<file path="src/rtl/txs_pkg.sv">
package txs_pkg;
    localparam int ROW_W  = 8;
    localparam int COL_W  = 6;
    localparam int PRIO_W = 2;
    localparam int AG_W   = 2;
    localparam int BYP_W  = 4;

    typedef struct packed {
        logic [AG_W-1:0]   agent;
        logic [PRIO_W-1:0] prio;
        logic [ROW_W-1:0]  row;
        logic [COL_W-1:0]  col;
        logic              we;
        logic [BYP_W-1:0]  byp;
    } txs_entry_t;
endpackage

</file>
<file path="src/rtl/rr_admit.sv">
module rr_admit #(
    parameter int N = 3
) (
    input  logic         clk,
    input  logic         rst_n,
    input  logic [N-1:0] cand_i,
    output logic [N-1:0] grant_o
);
    localparam int IW = (N > 1) ? $clog2(N) : 1;

    logic [IW-1:0] ptr_q;
    logic [IW-1:0] win;
    logic          any;

    always_comb begin
        int idx;
        grant_o = '0;
        any     = 1'b0;
        win     = ptr_q;
        for (int i = 0; i < N; i++) begin
            idx = (int'(ptr_q) + i) % N;
            if (!any && cand_i[idx]) begin
                grant_o[idx] = 1'b1;
                any          = 1'b1;
                win          = IW'(idx);
            end
        end
    end

    always_ff @(posedge clk) begin
        if (!rst_n) begin
            ptr_q <= '0;
        end else if (any) begin
            ptr_q <= (int'(win) == N - 1) ? '0 : win + 1'b1;
        end
    end

    // never more than one grant in a cycle
    a_r1_onehot: assert property (@(posedge clk) disable iff (!rst_n)
        $onehot0(grant_o))
        else $error("R1: more than one agent granted");

    // a grant only goes to an eligible agent
    a_r1_only_cand: assert property (@(posedge clk) disable iff (!rst_n)
        (grant_o & ~cand_i) == '0)
        else $error("R1: grant to an ineligible agent");
endmodule

</file>
<file path="src/rtl/bank_queue.sv">
module bank_queue
    import txs_pkg::*;
#(
    parameter int DEPTH  = 4,
    localparam int SLOT_W = (DEPTH > 1) ? $clog2(DEPTH) : 1,
    localparam int CNT_W  = $clog2(DEPTH + 1)
) (
    input  logic                   clk,
    input  logic                   rst_n,
    input  logic                   push_i,
    input  txs_entry_t             push_ent_i,
    input  logic                   pop_i,
    input  logic [SLOT_W-1:0]      pop_slot_i,
    input  logic [DEPTH-1:0]       bump_i,
    output txs_entry_t [DEPTH-1:0] slot_o,
    output logic [DEPTH-1:0]       vld_o,
    output logic                   full_o
);
    txs_entry_t [DEPTH-1:0] arr_q, arr_n;
    logic [CNT_W-1:0]       cnt_q, cnt_n, wr_idx;

    always_comb begin
        arr_n = arr_q;
        for (int s = 0; s < DEPTH; s++) begin
            if (bump_i[s]) arr_n[s].byp = arr_q[s].byp + 1'b1;
        end
        if (pop_i) begin
            for (int s = 0; s < DEPTH - 1; s++) begin
                if (s >= int'(pop_slot_i)) arr_n[s] = arr_n[s+1];
            end
        end
        wr_idx = cnt_q - CNT_W'(pop_i);
        for (int s = 0; s < DEPTH; s++) begin
            if (push_i && (int'(wr_idx) == s)) arr_n[s] = push_ent_i;
        end
        cnt_n = cnt_q + CNT_W'(push_i) - CNT_W'(pop_i);
    end

    always_ff @(posedge clk) begin
        if (!rst_n) begin
            cnt_q <= '0;
            arr_q <= '0;
        end else begin
            cnt_q <= cnt_n;
            arr_q <= arr_n;
        end
    end

    always_comb begin
        for (int s = 0; s < DEPTH; s++) vld_o[s] = (s < int'(cnt_q));
    end
    assign slot_o = arr_q;
    assign full_o = (int'(cnt_q) == DEPTH);

    // no write into a full buffer
    a_r2_no_overflow: assert property (@(posedge clk) disable iff (!rst_n)
        !(full_o && push_i))
        else $error("R2: push into full bank buffer");

    // removal only of an occupied slot
    a_r9_pop_occupied: assert property (@(posedge clk) disable iff (!rst_n)
        pop_i |-> vld_o[pop_slot_i])
        else $error("R9: pop of empty slot");

    // occupancy never exceeds depth
    a_r2_count_bound: assert property (@(posedge clk) disable iff (!rst_n)
        int'(cnt_q) <= DEPTH)
        else $error("R2: occupancy above depth");
endmodule

</file>
<file path="src/rtl/pick_next.sv">
module pick_next
    import txs_pkg::*;
#(
    parameter int N_BANKS = 4,
    parameter int DEPTH   = 4,
    parameter int LIMIT   = 8,
    localparam int N_ENT  = N_BANKS * DEPTH,
    localparam int IDX_W  = (N_ENT > 1) ? $clog2(N_ENT) : 1,
    localparam int KEY_W  = 2 + PRIO_W
) (
    input  logic                         clk,
    input  logic                         rst_n,
    input  txs_entry_t [N_ENT-1:0]       ent_i,
    input  logic [N_ENT-1:0]             vld_i,
    input  logic [N_BANKS-1:0]           open_vld_i,
    input  logic [N_BANKS-1:0][ROW_W-1:0] open_row_i,
    output logic                         found_o,
    output logic [IDX_W-1:0]             sel_o,
    output logic [N_ENT-1:0]             hit_o
);
    logic [N_ENT-1:0] starve;
    logic [KEY_W-1:0] best, key;

    always_comb begin
        for (int e = 0; e < N_ENT; e++) begin
            hit_o[e]  = vld_i[e] && open_vld_i[e / DEPTH]
                        && (ent_i[e].row == open_row_i[e / DEPTH]);
            starve[e] = vld_i[e] && (ent_i[e].byp >= BYP_W'(LIMIT));
        end
    end

    always_comb begin
        found_o = 1'b0;
        sel_o   = '0;
        best    = '0;
        for (int e = 0; e < N_ENT; e++) begin
            key = {starve[e], hit_o[e], ent_i[e].prio};
            if (vld_i[e] && (!found_o || key > best)) begin
                found_o = 1'b1;
                best    = key;
                sel_o   = IDX_W'(e);
            end
        end
    end

    // with no starved request waiting, a hit present means a hit is chosen
    a_r5_hit_first: assert property (@(posedge clk) disable iff (!rst_n)
        (found_o && (|hit_o) && !(|starve)) |-> hit_o[sel_o])
        else $error("R5: non-hit chosen while a hit waits");

    // a starved request always wins the selection
    a_r8_starved_first: assert property (@(posedge clk) disable iff (!rst_n)
        (|starve) |-> starve[sel_o])
        else $error("R8: starved request passed over");
endmodule

</file>
<file path="src/rtl/txn_sched.sv">
module txn_sched
    import txs_pkg::*;
#(
    parameter int N_AGENTS     = 3,
    parameter int N_BANKS      = 4,
    parameter int DEPTH        = 4,
    parameter int BYPASS_LIMIT = 8,
    localparam int BANK_W = (N_BANKS > 1) ? $clog2(N_BANKS) : 1,
    localparam int SLOT_W = (DEPTH > 1) ? $clog2(DEPTH) : 1,
    localparam int N_ENT  = N_BANKS * DEPTH,
    localparam int IDX_W  = (N_ENT > 1) ? $clog2(N_ENT) : 1
) (
    input  logic                       clk,
    input  logic                       rst_n,
    input  logic [N_AGENTS-1:0]        req_valid,
    output logic [N_AGENTS-1:0]        req_ready,
    input  logic [N_AGENTS*BANK_W-1:0] req_bank,
    input  logic [N_AGENTS*ROW_W-1:0]  req_row,
    input  logic [N_AGENTS*COL_W-1:0]  req_col,
    input  logic [N_AGENTS*PRIO_W-1:0] req_prio,
    input  logic [N_AGENTS-1:0]        req_we,
    output logic                       dsp_valid,
    input  logic                       dsp_ready,
    output logic [AG_W-1:0]            dsp_agent,
    output logic [BANK_W-1:0]          dsp_bank,
    output logic [ROW_W-1:0]           dsp_row,
    output logic [COL_W-1:0]           dsp_col,
    output logic [PRIO_W-1:0]          dsp_prio,
    output logic                       dsp_we
);
    logic [N_AGENTS-1:0]           cand, grant;
    logic [N_BANKS-1:0]            bq_full, push;
    logic [BANK_W-1:0]             win_bank;
    txs_entry_t                    win_ent;
    txs_entry_t [N_ENT-1:0]        ent;
    logic [N_ENT-1:0]              ent_vld, hit_vec, bump;
    logic                          sel_found, fire;
    logic [IDX_W-1:0]              sel_idx;
    logic [SLOT_W-1:0]             sel_slot;
    txs_entry_t                    sel_ent;
    logic [N_BANKS-1:0]            open_vld;
    logic [N_BANKS-1:0][ROW_W-1:0] open_row;

    // admission
    always_comb begin
        for (int a = 0; a < N_AGENTS; a++) begin
            cand[a] = rst_n && req_valid[a]
                      && !bq_full[req_bank[a*BANK_W +: BANK_W]];
        end
    end

    rr_admit #(.N(N_AGENTS)) u_admit (
        .clk    (clk),
        .rst_n  (rst_n),
        .cand_i (cand),
        .grant_o(grant)
    );
    assign req_ready = grant;

    always_comb begin
        win_bank = '0;
        win_ent  = '0;
        for (int a = 0; a < N_AGENTS; a++) begin
            if (grant[a]) begin
                win_bank      = req_bank[a*BANK_W +: BANK_W];
                win_ent.agent = AG_W'(a);
                win_ent.prio  = req_prio[a*PRIO_W +: PRIO_W];
                win_ent.row   = req_row[a*ROW_W +: ROW_W];
                win_ent.col   = req_col[a*COL_W +: COL_W];
                win_ent.we    = req_we[a];
                win_ent.byp   = '0;
            end
        end
        for (int b = 0; b < N_BANKS; b++) begin
            push[b] = (|grant) && (int'(win_bank) == b);
        end
    end

    // per-bank buffers
    for (genvar b = 0; b < N_BANKS; b++) begin : g_bank
        bank_queue #(.DEPTH(DEPTH)) u_q (
            .clk       (clk),
            .rst_n     (rst_n),
            .push_i    (push[b]),
            .push_ent_i(win_ent),
            .pop_i     (fire && (int'(dsp_bank) == b)),
            .pop_slot_i(sel_slot),
            .bump_i    (bump[b*DEPTH +: DEPTH]),
            .slot_o    (ent[b*DEPTH +: DEPTH]),
            .vld_o     (ent_vld[b*DEPTH +: DEPTH]),
            .full_o    (bq_full[b])
        );
    end

    // selection
    pick_next #(.N_BANKS(N_BANKS), .DEPTH(DEPTH), .LIMIT(BYPASS_LIMIT)) u_pick (
        .clk       (clk),
        .rst_n     (rst_n),
        .ent_i     (ent),
        .vld_i     (ent_vld),
        .open_vld_i(open_vld),
        .open_row_i(open_row),
        .found_o   (sel_found),
        .sel_o     (sel_idx),
        .hit_o     (hit_vec)
    );

    assign sel_ent  = ent[sel_idx];
    assign sel_slot = SLOT_W'(int'(sel_idx) % DEPTH);
    assign fire     = sel_found && dsp_ready;

    assign dsp_valid = sel_found;
    assign dsp_bank  = BANK_W'(int'(sel_idx) / DEPTH);
    assign dsp_agent = sel_ent.agent;
    assign dsp_row   = sel_ent.row;
    assign dsp_col   = sel_ent.col;
    assign dsp_prio  = sel_ent.prio;
    assign dsp_we    = sel_ent.we;

    // bypass accounting: a dispatched hit passes every waiting non-hit
    always_comb begin
        for (int e = 0; e < N_ENT; e++) begin
            bump[e] = fire && hit_vec[sel_idx] && ent_vld[e] && !hit_vec[e]
                      && (ent[e].byp < BYP_W'(BYPASS_LIMIT));
        end
    end

    // open-row tracking
    always_ff @(posedge clk) begin
        if (!rst_n) begin
            open_vld <= '0;
            open_row <= '0;
        end else if (fire) begin
            open_vld[dsp_bank] <= 1'b1;
            open_row[dsp_bank] <= dsp_row;
        end
    end

    // a completed dispatch opens its row in its bank
    a_r4_open_update: assert property (@(posedge clk) disable iff (!rst_n)
        fire |=> (open_vld[$past(dsp_bank)] && (open_row[$past(dsp_bank)] == $past(dsp_row))))
        else $error("R4: open row not updated");

    // without a handshake nothing leaves the buffers
    a_r9_no_loss: assert property (@(posedge clk) disable iff (!rst_n)
        !fire |=> ($countones(ent_vld) >= $past($countones(ent_vld))))
        else $error("R9: request lost without handshake");

    // at most one admission per cycle into the buffers
    a_r1_single_push: assert property (@(posedge clk) disable iff (!rst_n)
        $onehot0(push))
        else $error("R1: more than one bank written");
endmodule

</file>
<file path="config.mk">
export PLATFORM = sky130hd
export DESIGN_NAME = txn_sched
export DESIGN_NICKNAME = d
export VERILOG_FILES = /design/src/rtl/txs_pkg.sv /design/src/rtl/rr_admit.sv /design/src/rtl/bank_queue.sv /design/src/rtl/pick_next.sv /design/src/rtl/txn_sched.sv
export SDC_FILE = /design/constraint.sdc
export NUM_CORES = 2
export LEC_CHECK = 0
export BUFFER_PORTS_ARGS = -buffer_cell sky130_fd_sc_hd__buf_2
export CAP_MARGIN = 20
export CORE_ASPECT_RATIO = 1.25
export CORE_MARGIN = 1.5
export CORE_UTILIZATION = 60
export CTS_CLUSTER_SIZE = 25
export DETAILED_ROUTE_END_ITERATION = 12
export PLACE_DENSITY = 0.81
export SLEW_MARGIN = 20
export SYNTH_ARGS = -nofsm -noshare
export SYNTH_HDL_FRONTEND = slang
export SYNTH_HIERARCHICAL = 1
export SYNTH_SLANG_ARGS = --single-unit
</file>
<file path="constraint.sdc">
create_clock -name clk -period 28.9 [get_ports clk]
set_input_delay 1.445 -clock clk [delete_from_list [all_inputs] [get_ports clk]]
set_output_delay 1.445 -clock clk [all_outputs]
set_load 0.005 [all_outputs]
</file>
Yosys cells after proc, flatten, opt, wreduce, memory -nomap -nowiden
Index checks and enable logic that the tools add are counted.
{ "word_totals": {"ff_bits": 418, "output_inout_bits": 25, "elab_cells": 643, "inputBits": 63} }
{ "classes": {"n_reduce_logical": 243, "div": 3, "bitwise": 3, "mux": 140, "n_addsub": 31, "magnitude_cmp": 78, "n_eq_ne": 39} }
{ "op_table": {"columns": ["op", "n"], "rows": [
  ["2-to-1 mux 23 bit", 27],
  ["2-to-1 mux 69 bit", 4],
  ["2-to-1 mux 4 bit", 43],
  ["logical AND 1 bit", 149],
  ["== test 8 bit", 16],
  ["greater-or-equal comparator 32 x 1 -> 1 bit (second input constant)", 3],
  ["less-than comparator 32 x 4 -> 1 bit (second input constant)", 3],
  ["binary-select mux 23 bit (select 4 bit)", 1],
  ["adder 4 x 1 -> 4 bit (second input constant)", 16],
  ["greater-or-equal comparator 4 bit (second input constant)", 16],
  ["less-than comparator 4 bit (second input constant)", 16],
  ["remainder unit 32 x 3 -> 32 bit (second input constant)", 2],
  ["> comparator 4 bit", 15],
  ["nonzero test 2 bit", 24],
  ["== test 3 bit (second input constant)", 12],
  ["zero test 1 bit", 36],
  ["2-to-1 mux 1 bit", 34],
  ["bitwise mux 32 bit", 1],
  ["remainder unit 3 x 3 -> 32 bit (second input constant)", 1],
  ["less-than comparator 1 x 3 -> 1 bit (first input constant)", 8],
  ["less-than comparator 2 x 3 -> 1 bit (first input constant)", 8],
  ["AND reduction 2 bit", 12],
  ["subtractor 3 x 1 -> 3 bit", 8],
  ["2-to-1 mux 21 bit", 1],
  ["other kinds (25)", 81]
]} }

Longest topological paths before layout
{ "logic_depth": {"word_depth": 74, "depth_mapped": 143, "ltp_nobuf": 134} }

Hierarchy
The synthesis kept the hierarchy.
{ "modules_own_cells": {"columns": ["mod", "instances", "area_each_um2", "cells_each", "seq_area_each_um2"], "rows": [
  ["bank_queue", 4, 4371.7, 505, 1901.8],
  ["pick_next", 1, 4636.9, 647, 0.0],
  ["txn_sched", 1, 4321.6, 360, 720.7],
  ["rr_admit", 1, 479.2, 60, 40.0]
]} }

Least setup slack after synthesis
No wires, ideal clock.
{ "synth_path": {"kind": "reg-to-output", "startpoint": "register g_bank[0].u_q.cnt_q[1]", "endpoint": "output dsp_prio[1]", "required_ps": 27455, "arrival_ps": 23270, "slack_ps": 4185, "path_buffers": 10, "stages_incl_launch_ff": 128, "cell_sequence": "dfxtp_1 -> inv_1 -> ha_1 -> nand2_1 -> buf_6 -> and3_1 -> and3_1 -> inv_1 -> ha_1 -> nand2_1 -> a21oi_1 -> o21a_1 -> buf_2 -> mux2_1 -> ha_1 -> nand4_1 -> o21ai_0 -> a21o_1 -> [... 92 more ...] -> a21boi_4 -> or2b_2 -> a211oi_1 -> a211oi_2 -> ha_1 -> nor2b_1 -> o21ai_0 -> nand2b_1 -> a21oi_1 -> a41oi_1 -> o21ai_0 -> nor2b_1 -> o21ai_0 -> clkbuf_1 -> buf_2 -> buf_2 -> mux4_2 -> mux4_2"} }
{ "synth_via": {"elab_chain_cells": 66, "word_cells_on_any_way": 123, "classes_between": "19 x order compare; 47 x mux; 57 x reduce/logical"} }
{ "synth_rtl": {"columns": ["item", "line", "rtl"], "rows": [
  ["from (decl)", "bank_queue.sv:20", "logic [CNT_W-1:0] cnt_q, cnt_n, wr_idx;"],
  ["from (signal assigned)", "bank_queue.sv:44", "cnt_q <= cnt_n;"],
  ["less-than comparator 1 x 3 -> 1 bit (*)", "bank_queue.sv:50", "for (int s = 0; s < DEPTH; s++) vld_o[s] = (s < int'(cnt_q));"],
  ["via ent_vld[0]", "txn_sched.sv:36", "logic [N_ENT-1:0] ent_vld, hit_vec, bump;"],
  ["logical AND 1 bit (*)", "pick_next.sv:26", "hit_o[e] = vld_i[e] && open_vld_i[e / DEPTH]"],
  ["logical AND 1 bit (*)", "pick_next.sv:27", "&& (ent_i[e].row == open_row_i[e / DEPTH]);"],
  ["via hit_vec[0]", "txn_sched.sv:36", null],
  ["2-to-1 mux 4 bit (*)", "pick_next.sv:38", "if (vld_i[e] && (!found_o || key > best)) begin"],
  ["> comparator 4 bit", "pick_next.sv:38", null],
  ["logical OR 1 bit", "pick_next.sv:38", null],
  ["[... 53 more ...]", null, null],
  ["2-to-1 mux 4 bit or 2-to-1 mux 1 bit (tied branches)", "pick_next.sv:38", null],
  ["> comparator 4 bit or zero test 1 bit (tied branches)", "pick_next.sv:38", null],
  ["logical OR 1 bit", "pick_next.sv:38", null],
  ["logical AND 1 bit", "pick_next.sv:38", null],
  ["2-to-1 mux 4 bit (*)", "pick_next.sv:38", null],
  ["via sel_idx[1]", "txn_sched.sv:38", "logic [IDX_W-1:0] sel_idx;"],
  ["binary-select mux 23 bit (select 4 bit) (*)", "txn_sched.sv:108", "assign sel_ent = ent[sel_idx];"],
  ["2-to-1 mux 23 bit (not written as such) (*)", "txn_sched.sv:108", null],
  ["to (decl)", "txn_sched.sv:28", "output logic [PRIO_W-1:0] dsp_prio,"]
]} }
Mark *: on every way through the listed nets, which the timed path passes. The rest lies on a longest branch. The select of a mux whose other input is x is not followed.

Final worst setup path
{ "layout_path": {"startpoint": "register g_bank[0].u_q.cnt_q[2]", "endpoint": "output dsp_col[4]"} }
{ "layout_via": {"elab_chain_cells": 66, "word_cells_on_any_way": 123, "classes_between": "19 x order compare; 47 x mux; 57 x reduce/logical"} }
{ "layout_rtl": {"columns": ["item", "line", "rtl"], "rows": [
  ["less-than comparator 1 x 3 -> 1 bit (*)", "bank_queue.sv:50", null],
  ["via ent_vld[0]", "txn_sched.sv:36", null],
  ["logical AND 1 bit (*)", "pick_next.sv:26", null],
  ["logical AND 1 bit (*)", "pick_next.sv:27", null],
  ["via hit_vec[0]", "txn_sched.sv:36", null],
  ["2-to-1 mux 4 bit (*)", "pick_next.sv:38", null],
  ["> comparator 4 bit", "pick_next.sv:38", null],
  ["logical OR 1 bit", "pick_next.sv:38", null],
  ["[... 53 more ...]", null, null],
  ["2-to-1 mux 4 bit or 2-to-1 mux 1 bit (tied branches)", "pick_next.sv:38", null],
  ["> comparator 4 bit or zero test 1 bit (tied branches)", "pick_next.sv:38", null],
  ["logical OR 1 bit", "pick_next.sv:38", null],
  ["logical AND 1 bit", "pick_next.sv:38", null],
  ["2-to-1 mux 4 bit (*)", "pick_next.sv:38", null],
  ["via sel_idx[1]", "txn_sched.sv:38", null],
  ["binary-select mux 23 bit (select 4 bit) (*)", "txn_sched.sv:108", null],
  ["2-to-1 mux 23 bit (not written as such) (*)", "txn_sched.sv:108", null],
  ["to (decl)", "txn_sched.sv:27", "output logic [COL_W-1:0] dsp_col,"]
]} }
Marked as above.

==> flow_summary.ini <==
[die]
dieWidth_um = 192
initial_core_util_pct = 60.9
core_um2 = 44200
num_rows = 86
design.die.area_um2 = 46200
die_h_um = 240
io_pins = 88

[logic_synthesis]
synth_cell_type_count = 98
synth_edf_count = 0
ys_seq_area_share_pct = 31.1
synth_area_um2 = 26900
synth-compound-area-share_pct = 19.3
synth_cells = 3087
synthMuxAreaShare_pct = 15.8
synthArstFlopShare_pct = 0
synth_xor_area_share_pct = 6.23
yosysWarnings = 6
synth.avg_cell_area_um2 = 8.72
ys_ff_latch = 418
synth-simple-area-share_pct = 17.2
synth_top_family_by_area = compound AO/OA/AOI/OAI gates
synthAdderAreaFrac_pct = 5.13
synth_flop_cell = dfxtp_1

[routing]
wl_per_cell_um = 24.1
drtIter0Drc = 2674
via_per_inst = 6.73
routed_wl_mm = 89.9
drc = 0
first_pass_iters = 6
antenna_left = 0
vias = 25100

[cts]
cts_tree = done
root_buffer = clkbuf_16
hold_buffers = 0
numCtsBuffers = 45
cts.reportedPaths.clkPinSlew_ps = 60
clk_latency_ps = 600
clock_path_buffers = 3
clkSinkCount = 418
h-tree-depth = 2

[timing]
hold_viol = 0
final_max_slew_viol_count = 0
fin_skew_ps = 19.7
rsz0062_at_grt = no
period_share_pct = 95.1
tns_ps = 0
min_period_ps = 27490
finalSetupViolations = 0
clock.fmax_ghz = 0.0364
relSlewSlack_pct = 27.2
worst_pin_slew_ps = 1090

[worst_setup_path]
crit_top_cell = ha_1
required_ps = 27450
r2r-end = g_bank[2].u_q/slot_o[52]
arrival_ps = 26050
endpoint = dsp_col[4]
start_kind = register
rr_worst_depth = 123
endpoint_kind = output pin
cpPeakStageDelay_ps = 540
reg2reg_from = g_bank[0].u_q/cnt_q[2]
critPathSlowestCell = mux4_2
r2r_slack_ps = 1980
crit_type = register to output pin
cp_max_fo = 22
cp-startpoint = g_bank[0].u_q/cnt_q[2]

[layout]
final_cell_mix = nand2_1, dfxtp_1, nor2_1
fillers = 3494
final_common_cell = nand2_1
regArea_um2 = 8370
antenna_cells = 0
finalNetCount = 3303
syn_to_final_growth_pct = 9.87
multi_input_area_um2 = 17500
drive_above_1_share_pct = 14.1

[global_route]
grt_max_degree = 84
grt_pass1_wl_mm = 137
grt-ovfl-total = 0
antenna_found_initial = 3
track_usage_pct = 38.4
grt_pass1_vias = 24700

[worst_hold_path]
hold_path.class = register to register

[run]
drv_cap = 0

[placement]
gp_congestion = 1.04
place_hpwl_mm = 61.0
io_buffers = 87

[outcome]
status = completed
==> synth_stat cells, types with 5 or more instances <==
library cell | instances | area (um^2)
mux2_2 | 13 | 146
buf_6 | 9 | 101
and2_1 | 23 | 144
or3_1 | 6 | 37.5
mux4_2 | 99 | 2230
and4_4 | 5 | 56.3
mux2i_1 | 184 | 1840
nor3_1 | 32 | 160
a22o_1 | 33 | 289
o211ai_1 | 56 | 420
a22oi_1 | 19 | 143
nor4_1 | 12 | 75.1
ha_1 | 104 | 1300
a311oi_1 | 77 | 674
inv_1 | 74 | 278
nand2_1 | 424 | 1590
nor3b_1 | 8 | 60.1
o21ai_0 | 124 | 621
o22ai_1 | 13 | 81.3
a21o_1 | 10 | 75.1
nand2b_1 | 19 | 119
o21a_1 | 27 | 203
buf_2 | 87 | 435
a21boi_0 | 9 | 67.6
xnor2_1 | 134 | 1170
dfxtp_1 | 418 | 8370
clkbuf_1 | 103 | 387
xor2_1 | 50 | 438
nor2_1 | 326 | 1220
a211oi_1 | 168 | 1260
nand3_1 | 40 | 200
a21oi_1 | 157 | 786
nand4_1 | 59 | 369
nand3b_1 | 5 | 37.5
nor2b_1 | 23 | 144
o31ai_1 | 6 | 45.0
buf_4 | 14 | 105
==> worst min path at each step <==
| stage | to | start | slack [ps] | depth (start not counted) |
|---|---|---|---|---|
| finish | g_bank[0].u_q/slot_o[74] | g_bank[0].u_q/slot_o[74] | 470 | 2 |
| global route | g_bank[1].u_q/slot_o[77] | g_bank[1].u_q/slot_o[77] | 490 | 2 |
| CTS | g_bank[0].u_q/slot_o[74] | g_bank[0].u_q/slot_o[74] | 470 | 2 |
| detailed placement | g_bank[2].u_q/slot_o[79] | g_bank[2].u_q/slot_o[79] | 460 | 2 |
| global placement | g_bank[1].u_q/slot_o[76] | g_bank[1].u_q/slot_o[76] | 450 | 2 |
| floorplan | g_bank[0].u_q/slot_o[73] | g_bank[0].u_q/slot_o[73] | 450 | 2 |
==> flip-flops by register name, summed over array words and instances, names as in the netlist <==
name / flops
g_bank.u_q/slot_o: 368
open_row: 32
g_bank.u_q/cnt_q: 12
open_vld: 4
u_admit/ptr_q: 2
==> worst max-delay path, delay by kind of cell, from the launching register on <==
| family | cells | cell delay [ps] |
|---|---|---|
| buf+inv | 8 | 1370 |
| flops | 1 | 490 |
| compound gates | 61 | 12290 |
| simple gates | 31 | 5150 |
| mux | 4 | 1600 |
| fa+ha+maj | 16 | 4520 |
==> through the flow <==
| stage | setup slack [ps] | cells | util (%) | hold WS, ps | instance area, um^2 |
|---|---|---|---|---|---|
| 2_1_floorplan | 4180 | 3134 | - | 446 | 27100 |
| 3_3_place_gp | 1110 | 3650 | 63.0 | 452 | 27900 |
| 3_5_place_dp | 372 | 3650 | 63.0 | 464 | 27900 |
| 4_1_cts | 166 | 3728 | 66.5 | 472 | 29400 |
| 5_1_grt | 8.08 | 3735 | 66.9 | 486 | 29600 |
| 6_report | 1410 | 3735 | 66.9 | 470 | 29600 |
==> routing by layer <==
layer / routed length (um) / vias to the layer above / GRT usage [%]
li1: - / 11300 / -
met1: 32900 / 12000 / 45.3
met2: 41800 / 1453 / 62.9
met3: 8980 / 379 / 7.88
met4: 6140 / 4 / 25.4
met5: 21 / - / 0
==> cell type report <==
type	count	share of cell area, %
Multi-Input combinational cell	2415	59.3
Sequential cell	418	28.3
Clock buffer	63	4.34
Timing Repair Buffer	174	3.87
Tap cell	572	2.42
Inverter	78	0.990
Clock inverter	15	0.791
==> cell families (layout without fill, tap and decap cells) <==
kind of cell,Yosys count,count (layout)
AOI/OAI and AO/OA,749,749
xor gates and xnor gates,188,188
adders and majority gates,108,108
buffers and inverters,301,330
DFF,418,418
muxes,299,299
other,1,48
and+or+nand+nor,1023,1023
==> what timing repair did <==
action / 4_1_cts / 5_1_grt
setup buffers: 0 / 6
gates resized for setup: 3 / 23
endpoints found under the setup margin: 16 / 434
pin swaps: 0 / 4
Power is left out: the tool's default activity adds up to more than one toggle a clock period on the data nets, which glitch-free logic cannot reach.
